==> config.mk <==
export PLATFORM = sky130hd
export DESIGN_NAME = gpio_masked_port
export DESIGN_NICKNAME = d
export VERILOG_FILES = /design/src/rtl/gpio_port_pkg.sv /design/src/rtl/gpio_port_ctrl.sv /design/src/rtl/gpio_port_datapath.sv /design/src/rtl/gpio_masked_port.sv
export SDC_FILE = /design/constraint.sdc
export NUM_CORES = 1
export LEC_CHECK = 0
export BUFFER_PORTS_ARGS = -buffer_cell sky130_fd_sc_hd__buf_2
export CORE_MARGIN = 2
export CORE_UTILIZATION = 54
export CTS_BUF_LIST = sky130_fd_sc_hd__clkbuf_4
export DETAILED_ROUTE_END_ITERATION = 12
export GPL_TIMING_DRIVEN = 1
export PLACE_DENSITY = 0.8
export SYNTH_ARGS = -nofsm -noshare
export SYNTH_HDL_FRONTEND = slang
export SYNTH_SLANG_ARGS = --single-unit
==> constraint.sdc <==
create_clock -name clk -period 1.3 [get_ports clk]
set_clock_uncertainty 0.05 [all_clocks]
set_input_delay 0.26 -clock clk [delete_from_list [all_inputs] [get_ports clk]]
set_output_delay 0.26 -clock clk [all_outputs]
set_load 0.02 [all_outputs]
==> src/rtl/gpio_port_pkg.sv <==
package gpio_port_pkg;

  typedef enum logic [1:0] {
    SPACE_DATA = 2'b00,
    SPACE_CFG  = 2'b01
  } addrSpace_e;

  typedef enum logic [1:0] {
    CFG_DIR  = 2'd0,
    CFG_OD   = 2'd1,
    CFG_FUNC = 2'd2
  } cfgSel_e;

  typedef struct packed {
    logic wrData;
    logic wrDir;
    logic wrOd;
    logic wrFunc;
    logic rdAny;
    logic rdData;
    logic rdDir;
    logic rdOd;
    logic rdFunc;
  } portStrobes_t;

endpackage

==> src/rtl/gpio_port_ctrl.sv <==
module gpio_port_ctrl
  import gpio_port_pkg::*;
#(
  parameter int PIN_COUNT = 8,
  parameter int MASK_LSB  = 2,
  parameter int ADDR_W    = 12
) (
  input  logic                 clk,
  input  logic                 rstN,
  input  logic [ADDR_W-1:0]    busAddr,
  input  logic                 busWrEn,
  input  logic                 busRdEn,
  output portStrobes_t         strobes,
  output logic [PIN_COUNT-1:0] accessMask
);

  localparam int SPACE_LSB = ADDR_W - 2;

  logic [1:0] spaceBits;
  logic [1:0] selBits;
  logic       isData;
  logic       isCfg;
  logic [MASK_LSB-1:0] unusedLowBits;

  assign spaceBits     = busAddr[ADDR_W-1:SPACE_LSB];
  assign selBits       = busAddr[MASK_LSB+1:MASK_LSB];
  assign accessMask    = busAddr[MASK_LSB+PIN_COUNT-1:MASK_LSB];
  assign unusedLowBits = busAddr[MASK_LSB-1:0];
  assign isData        = (spaceBits == SPACE_DATA);
  assign isCfg         = (spaceBits == SPACE_CFG);

  always_comb begin
    strobes        = '0;
    strobes.rdAny  = busRdEn;
    strobes.wrData = busWrEn && isData;
    strobes.rdData = busRdEn && isData;
    if (isCfg) begin
      unique case (selBits)
        CFG_DIR:  begin strobes.wrDir  = busWrEn; strobes.rdDir  = busRdEn; end
        CFG_OD:   begin strobes.wrOd   = busWrEn; strobes.rdOd   = busRdEn; end
        CFG_FUNC: begin strobes.wrFunc = busWrEn; strobes.rdFunc = busRdEn; end
        default:  ;
      endcase
    end
  end

  // at most one register is targeted by any access
  a_r10_one_target: assert property (@(posedge clk) disable iff (!rstN)
    $onehot0({strobes.wrData, strobes.wrDir, strobes.wrOd, strobes.wrFunc}));

  // the unmapped half of the address space raises no strobe
  a_r10_unmapped_quiet: assert property (@(posedge clk) disable iff (!rstN)
    busAddr[ADDR_W-1] |-> !(strobes.wrData || strobes.wrDir || strobes.wrOd
                            || strobes.wrFunc || strobes.rdData));

endmodule

==> src/rtl/gpio_port_datapath.sv <==
module gpio_port_datapath
  import gpio_port_pkg::*;
#(
  parameter int PIN_COUNT = 8
) (
  input  logic                 clk,
  input  logic                 rstN,
  input  portStrobes_t         strobes,
  input  logic [PIN_COUNT-1:0] accessMask,
  input  logic [PIN_COUNT-1:0] busWrData,
  output logic [PIN_COUNT-1:0] busRdData,
  input  logic [PIN_COUNT-1:0] pinIn,
  output logic [PIN_COUNT-1:0] padOut,
  output logic [PIN_COUNT-1:0] padOe,
  input  logic [PIN_COUNT-1:0] periphOut,
  output logic [PIN_COUNT-1:0] periphIn
);

  logic [PIN_COUNT-1:0] dirReg;
  logic [PIN_COUNT-1:0] odReg;
  logic [PIN_COUNT-1:0] funcReg;
  logic [PIN_COUNT-1:0] dataReg;
  logic [PIN_COUNT-1:0] syncFirst;
  logic [PIN_COUNT-1:0] syncSecond;
  logic [PIN_COUNT-1:0] rdReg;
  logic [PIN_COUNT-1:0] rdVal;
  logic [PIN_COUNT-1:0] srcBits;
  logic [1:0]           syncAge;

  always_ff @(posedge clk or negedge rstN) begin
    if (!rstN) begin
      dirReg  <= '0;
      odReg   <= '0;
      funcReg <= '0;
      dataReg <= '0;
    end else begin
      if (strobes.wrDir)  dirReg  <= busWrData;
      if (strobes.wrOd)   odReg   <= busWrData;
      if (strobes.wrFunc) funcReg <= busWrData;
      if (strobes.wrData) dataReg <= (dataReg & ~accessMask) | (busWrData & accessMask);
    end
  end

  always_ff @(posedge clk or negedge rstN) begin
    if (!rstN) begin
      syncFirst  <= '0;
      syncSecond <= '0;
      syncAge    <= '0;
    end else begin
      syncFirst  <= pinIn;
      syncSecond <= syncFirst;
      if (syncAge != 2'd2) syncAge <= syncAge + 2'd1;
    end
  end

  always_comb begin
    rdVal = '0;
    if (strobes.rdData) rdVal = syncSecond & accessMask;
    if (strobes.rdDir)  rdVal = dirReg;
    if (strobes.rdOd)   rdVal = odReg;
    if (strobes.rdFunc) rdVal = funcReg;
  end

  always_ff @(posedge clk or negedge rstN) begin
    if (!rstN)              rdReg <= '0;
    else if (strobes.rdAny) rdReg <= rdVal;
  end

  assign busRdData = rdReg;

  for (genvar p = 0; p < PIN_COUNT; p++) begin : g_pin
    assign srcBits[p]  = funcReg[p] ? periphOut[p] : dataReg[p];
    assign padOut[p]   = dirReg[p] & ~odReg[p] & srcBits[p];
    assign padOe[p]    = dirReg[p] & ~(odReg[p] & srcBits[p]);
    assign periphIn[p] = funcReg[p] & syncSecond[p];
  end

  // the first cycle out of reset has no pin driven
  a_r1_reset_undriven: assert property (@(posedge clk) disable iff (!rstN)
    $rose(rstN) |-> (padOe == '0 && padOut == '0));

  // a masked write leaves the unselected data bits alone
  a_r4_unmasked_hold: assert property (@(posedge clk) disable iff (!rstN)
    strobes.wrData |=> ((dataReg & ~$past(accessMask)) == ($past(dataReg) & ~$past(accessMask))));

  // unselected bits of a masked read are zero
  a_r5_unselected_zero: assert property (@(posedge clk) disable iff (!rstN)
    strobes.rdData |=> ((busRdData & ~$past(accessMask)) == '0));

  // an open-drain output never drives a one
  a_r6_od_no_high: assert property (@(posedge clk) disable iff (!rstN)
    ((padOe & odReg & padOut) == '0) && ((padOe & odReg & srcBits) == '0));

  // the read path sees the pin levels two edges late
  a_r7_sync_depth: assert property (@(posedge clk) disable iff (!rstN)
    (syncAge == 2'd2) |-> (syncSecond == $past(pinIn, 2)));

  // an input pin is never enabled
  a_r11_input_quiet: assert property (@(posedge clk) disable iff (!rstN)
    ((padOe | padOut) & ~dirReg) == '0);

endmodule

==> src/rtl/gpio_masked_port.sv <==
module gpio_masked_port
  import gpio_port_pkg::*;
#(
  parameter int PIN_COUNT = 8,
  parameter int MASK_LSB  = 2,
  parameter int ADDR_W    = MASK_LSB + PIN_COUNT + 2
) (
  input  logic                 clk,
  input  logic                 rstN,
  input  logic [ADDR_W-1:0]    busAddr,
  input  logic                 busWrEn,
  input  logic                 busRdEn,
  input  logic [PIN_COUNT-1:0] busWrData,
  output logic [PIN_COUNT-1:0] busRdData,
  input  logic [PIN_COUNT-1:0] pinIn,
  output logic [PIN_COUNT-1:0] padOut,
  output logic [PIN_COUNT-1:0] padOe,
  input  logic [PIN_COUNT-1:0] periphOut,
  output logic [PIN_COUNT-1:0] periphIn
);

  portStrobes_t         strobes;
  logic [PIN_COUNT-1:0] accessMask;

  gpio_port_ctrl #(
    .PIN_COUNT(PIN_COUNT),
    .MASK_LSB (MASK_LSB),
    .ADDR_W   (ADDR_W)
  ) ctrl_i (
    .clk       (clk),
    .rstN      (rstN),
    .busAddr   (busAddr),
    .busWrEn   (busWrEn),
    .busRdEn   (busRdEn),
    .strobes   (strobes),
    .accessMask(accessMask)
  );

  gpio_port_datapath #(
    .PIN_COUNT(PIN_COUNT)
  ) dp_i (
    .clk       (clk),
    .rstN      (rstN),
    .strobes   (strobes),
    .accessMask(accessMask),
    .busWrData (busWrData),
    .busRdData (busRdData),
    .pinIn     (pinIn),
    .padOut    (padOut),
    .padOe     (padOe),
    .periphOut (periphOut),
    .periphIn  (periphIn)
  );

endmodule

==> impl_summary.log <==
[metrics] Die H: 72.8 µm
[metrics] total iterations of the first detailed-routing run: 4
[metrics] Final Cell Area: 3750 µm²
[metrics] launching point of the worst reg2reg path: dp_i.funcReg[2]$_DFFE_PN0P_
[metrics] final-report setup violation count: 26
[metrics] global routing usage summed across all routing layers: 25.1%
[metrics] Die Outline Area: 5300 µm²
[metrics] number of CTS-inserted buffers: 5
[metrics] Post-Place Cells: 350
[metrics] cells after synthesis: 208
[metrics] H-tree depth reported by CTS: 2
[metrics] type of the tightest min-delay check: primary input to flip-flop
[metrics] instance area after placement: 3260 µm²
[metrics] flip-flop and latch count after synthesis: 56
[metrics] count of port buffers added during placement: 69
[metrics] worst slew slack as a fraction of its limit: 77.3%
[metrics] CTS clock-pin slew for the worst setup and hold paths: 0.16 ns
[metrics] number of library cell types mapped by synthesis: 24
[metrics] final period utilization: 135%
[metrics] Data arrival, critical path: 1.44 ns
[metrics] clk_lat worst skew: 0.38 ns
[metrics] TritonCTS clock tree: done
[metrics] maximum clock frequency: 570 MHz
[metrics] Syn Std Cell Area: 2560 µm²
[metrics] Syn-to-layout area delta: 46.6%
[metrics] Pwr Density: 1320 nW/µm²
[metrics] post-DR wirelength/cell: 17.4 µm
[metrics] initial antenna violation count: 0
[metrics] core occupancy in the finished layout: 81.0%
[metrics] post-layout net count: 366
[metrics] area of the multi-input gates: 1250 µm²
[metrics] critical hold path startpoint: busWrData[4]
[metrics] aggregate routed wire length: 6620 µm
[metrics] worst setup slack before clock tree synthesis: -0.375 ns
[metrics] Reg2Reg Setup Slack: 0.07 ns
[metrics] number of DRC markers in iteration 0: 122
[metrics] number of cells traversed by the worst register-to-register path: 4
[metrics] sequential cell area: 1400 µm²
[metrics] maximum clock path buffer count: 2
[metrics] worst-path maximum fanout: 2
[metrics] violations in the final reports: negative setup slack
[metrics] total gr overflow: 0
[metrics] status: finished with violations
[metrics] nets in the synthesized netlist: 248
[metrics] core footprint: 4630 µm²
[metrics] count of nets left with antenna violations after detail routing: 0
[metrics] RePlAce Congestion: 0.815
[metrics] setup TNS after final layout: -7.75 ns
[metrics] IO Pins: 72
[metrics] yosys synthesis warning count: 0
[metrics] Worst R2R End: dp_i.busRdData[2]$_DFFE_PN0P_
[metrics] first-pass GRT wire length: 10100 µm
[metrics] Max Cap Violations: 0
[metrics] kind of end point of the critical path: output port
[metrics] average instance area after synthesis: 12.3 µm²
[metrics] startpoint class of the critical path: flip-flop
[metrics] Least-Margin Pin Slew: 0.338 ns
[metrics] number of placement rows: 25
[metrics] via count of the first global-routing pass: 2080
[metrics] DRC viols: 0
[metrics] Hold Path Depth: 2
[metrics] hold worst-path end: dp_i.funcReg[4]$_DFFE_PN0P_
[metrics] fin worst setup slack: -0.455 ns
[metrics] post-DP HPWL: 4270 µm
[metrics] proportion of synthesized chip area in sequential cells: 54.8%
[metrics] Via Count: 2159
[metrics] final hold viol count: 0
[metrics] FILL cells: 253
[metrics] total count of max-transition violations in the final report: 0
[metrics] maximum vdd drop: 0.906 mV
[metrics] Final Non-Filler Cells: 381
[metrics] initial core utilization: 55.2%
[metrics] Leakage Power: 1.74 nW
[metrics] post-layout minimum cycle time: 1.75 ns
[metrics] largest net degree at the start of global routing: 57
[metrics] number of antenna diodes: 0
[metrics] Root Buffer: sky130_fd_sc_hd__clkbuf_4
[metrics] worst path required time: 0.99 ns
[metrics] die extent in x: 72.8 µm
[metrics] Vias/cell: 5.67
[metrics] TritonCTS sink count: 56
[metrics] layout cell share with drive strength beyond 1: 59.0%
[metrics] worst setup path class: flip-flop to output port
[metrics] unrepaired setup endpoints after global routing: yes
==> power breakdown <==
| part | total (W) | internal (W) | switching, W |
|---|---|---|---|
| Clock | 0.000918 | 0.000394 | 0.000524 |
| Combinational | 0.00175 | 0.00102 | 0.000731 |
| Sequential | 0.00229 | 0.00202 | 0.000272 |
==> metrics by stage <==
step | hold slack (ns) | power, W
floorplan | -0.0856 | 0.00306
global placement | 0.233 | 0.00352
detailed placement | 0.235 | 0.00358
CTS | 0.0763 | 0.00485
global route | 0.0770 | 0.00518
finish | 0.0839 | 0.00496
==> how the worst max path moves through the flow <==
stage	end	startpoint	cells past startpoint
5_1_grt	padOe[4]	dp_i.funcReg[4]$_DFFE_PN0P_	3
4_1_cts	padOe[5]	dp_i.funcReg[5]$_DFFE_PN0P_	3
6_report	padOe[4]	dp_i.funcReg[4]$_DFFE_PN0P_	3
3_5_place_dp	dp_i.odReg[7]$_DFFE_PN0P_	busAddr[11]	4
3_3_place_gp	dp_i.odReg[6]$_DFFE_PN0P_	busAddr[11]	4
2_1_floorplan	dp_i.odReg[0]$_DFFE_PN0P_	busAddr[11]	4
==> cell usage in the layout, fill, tap and decap left out <==
cell type	instances
sky130_fd_sc_hd__dfrtp_1	55
sky130_fd_sc_hd__buf_2	41
sky130_fd_sc_hd__buf_4	41
sky130_fd_sc_hd__mux2_2	29
sky130_fd_sc_hd__buf_6	27
sky130_fd_sc_hd__nand2_1	16
sky130_fd_sc_hd__nor3b_2	9
sky130_fd_sc_hd__or2_2	9
sky130_fd_sc_hd__dlygate4sd3_1	9
sky130_fd_sc_hd__inv_1	8
sky130_fd_sc_hd__o21a_1	8
sky130_fd_sc_hd__and2_4	8
sky130_fd_sc_hd__nand2b_1	8
sky130_fd_sc_hd__nor3_1	8
sky130_fd_sc_hd__a211oi_1	8
sky130_fd_sc_hd__o21ai_0	8
sky130_fd_sc_hd__mux2i_2	7
sky130_fd_sc_hd__o221a_4	6
sky130_fd_sc_hd__clkbuf_4	5
sky130_fd_sc_hd__mux2_4	3
sky130_fd_sc_hd__clkinv_1	2
sky130_fd_sc_hd__mux2i_1	1
sky130_fd_sc_hd__nand3b_1	1
sky130_fd_sc_hd__nor3_2	1
sky130_fd_sc_hd__nand3b_4	1
sky130_fd_sc_hd__or3b_1	1
sky130_fd_sc_hd__o221a_1	1
sky130_fd_sc_hd__o221a_2	1
sky130_fd_sc_hd__nor3b_4	1
sky130_fd_sc_hd__or3b_4	1
sky130_fd_sc_hd__bufinv_16	1
sky130_fd_sc_hd__dfrtp_2	1
sky130_fd_sc_hd__buf_12	1
==> cell type report <==
| class | instances | share of cell area, % |
|---|---|---|
| sequential | 56 | 37.4 |
| multi-input combinational | 136 | 33.2 |
| timing repair buffer | 119 | 24.7 |
| tap | 54 | 1.80 |
| clock buffer | 5 | 1.00 |
| clock inverter | 3 | 1.00 |
| inverter | 8 | 0.801 |
==> cells in the mapped netlist (all sizes together) <==
library cell	instances	area share, %
o221a	8	3.5
nand2b	8	2.0
or3b	2	0.69
a211oi	8	2.3
o21a	8	2.3
nor3	9	2.0
buf	6	1.6
nand3b	2	0.73
mux2	32	14
nor3b	10	3.3
clkbuf	2	0.29
nand2	16	2.3
mux2i	8	3.1
inv	8	1.2
or2	9	2.2
dfrtp	56	55
o21ai	8	1.6
and2	8	2.0
==> critical path: stages (launching register included) <==
cell and delay, ns:
sky130_fd_sc_hd__dfrtp_1 0.44, sky130_fd_sc_hd__mux2i_2 0.30, sky130_fd_sc_hd__o21a_1 0.16, sky130_fd_sc_hd__buf_4 0.14
==> cells by family (layout without fill, tap and decap cells) <==
kind of cell | Yosys count | after routing | synth area share [%]
mux | 40 | 40 | 17.2
buf+inv | 16 | 135 | 3.03
compound gates | 32 | 32 | 9.79
flops | 56 | 56 | 54.8
simple gates | 64 | 64 | 15.2
==> layer usage <==
metal	GRT usage (%)	vias up	wire, µm
met1	33.9	1090	2850
met2	41.5	79	3360
li1	-	979	-
met4	7.00	0	103
met3	5.11	11	310
met5	0	-	0
==> what timing repair did <==
item                                    4_1_cts  5_1_grt
hold buffers                                  9        0
buffers inserted                              9        9
gates resized for setup                      54       22
pin swaps                                     2        2
endpoints found under the hold margin        64        0
endpoints found under the setup margin       24       36
No activity file was read; power rests on OpenSTA's default activity.
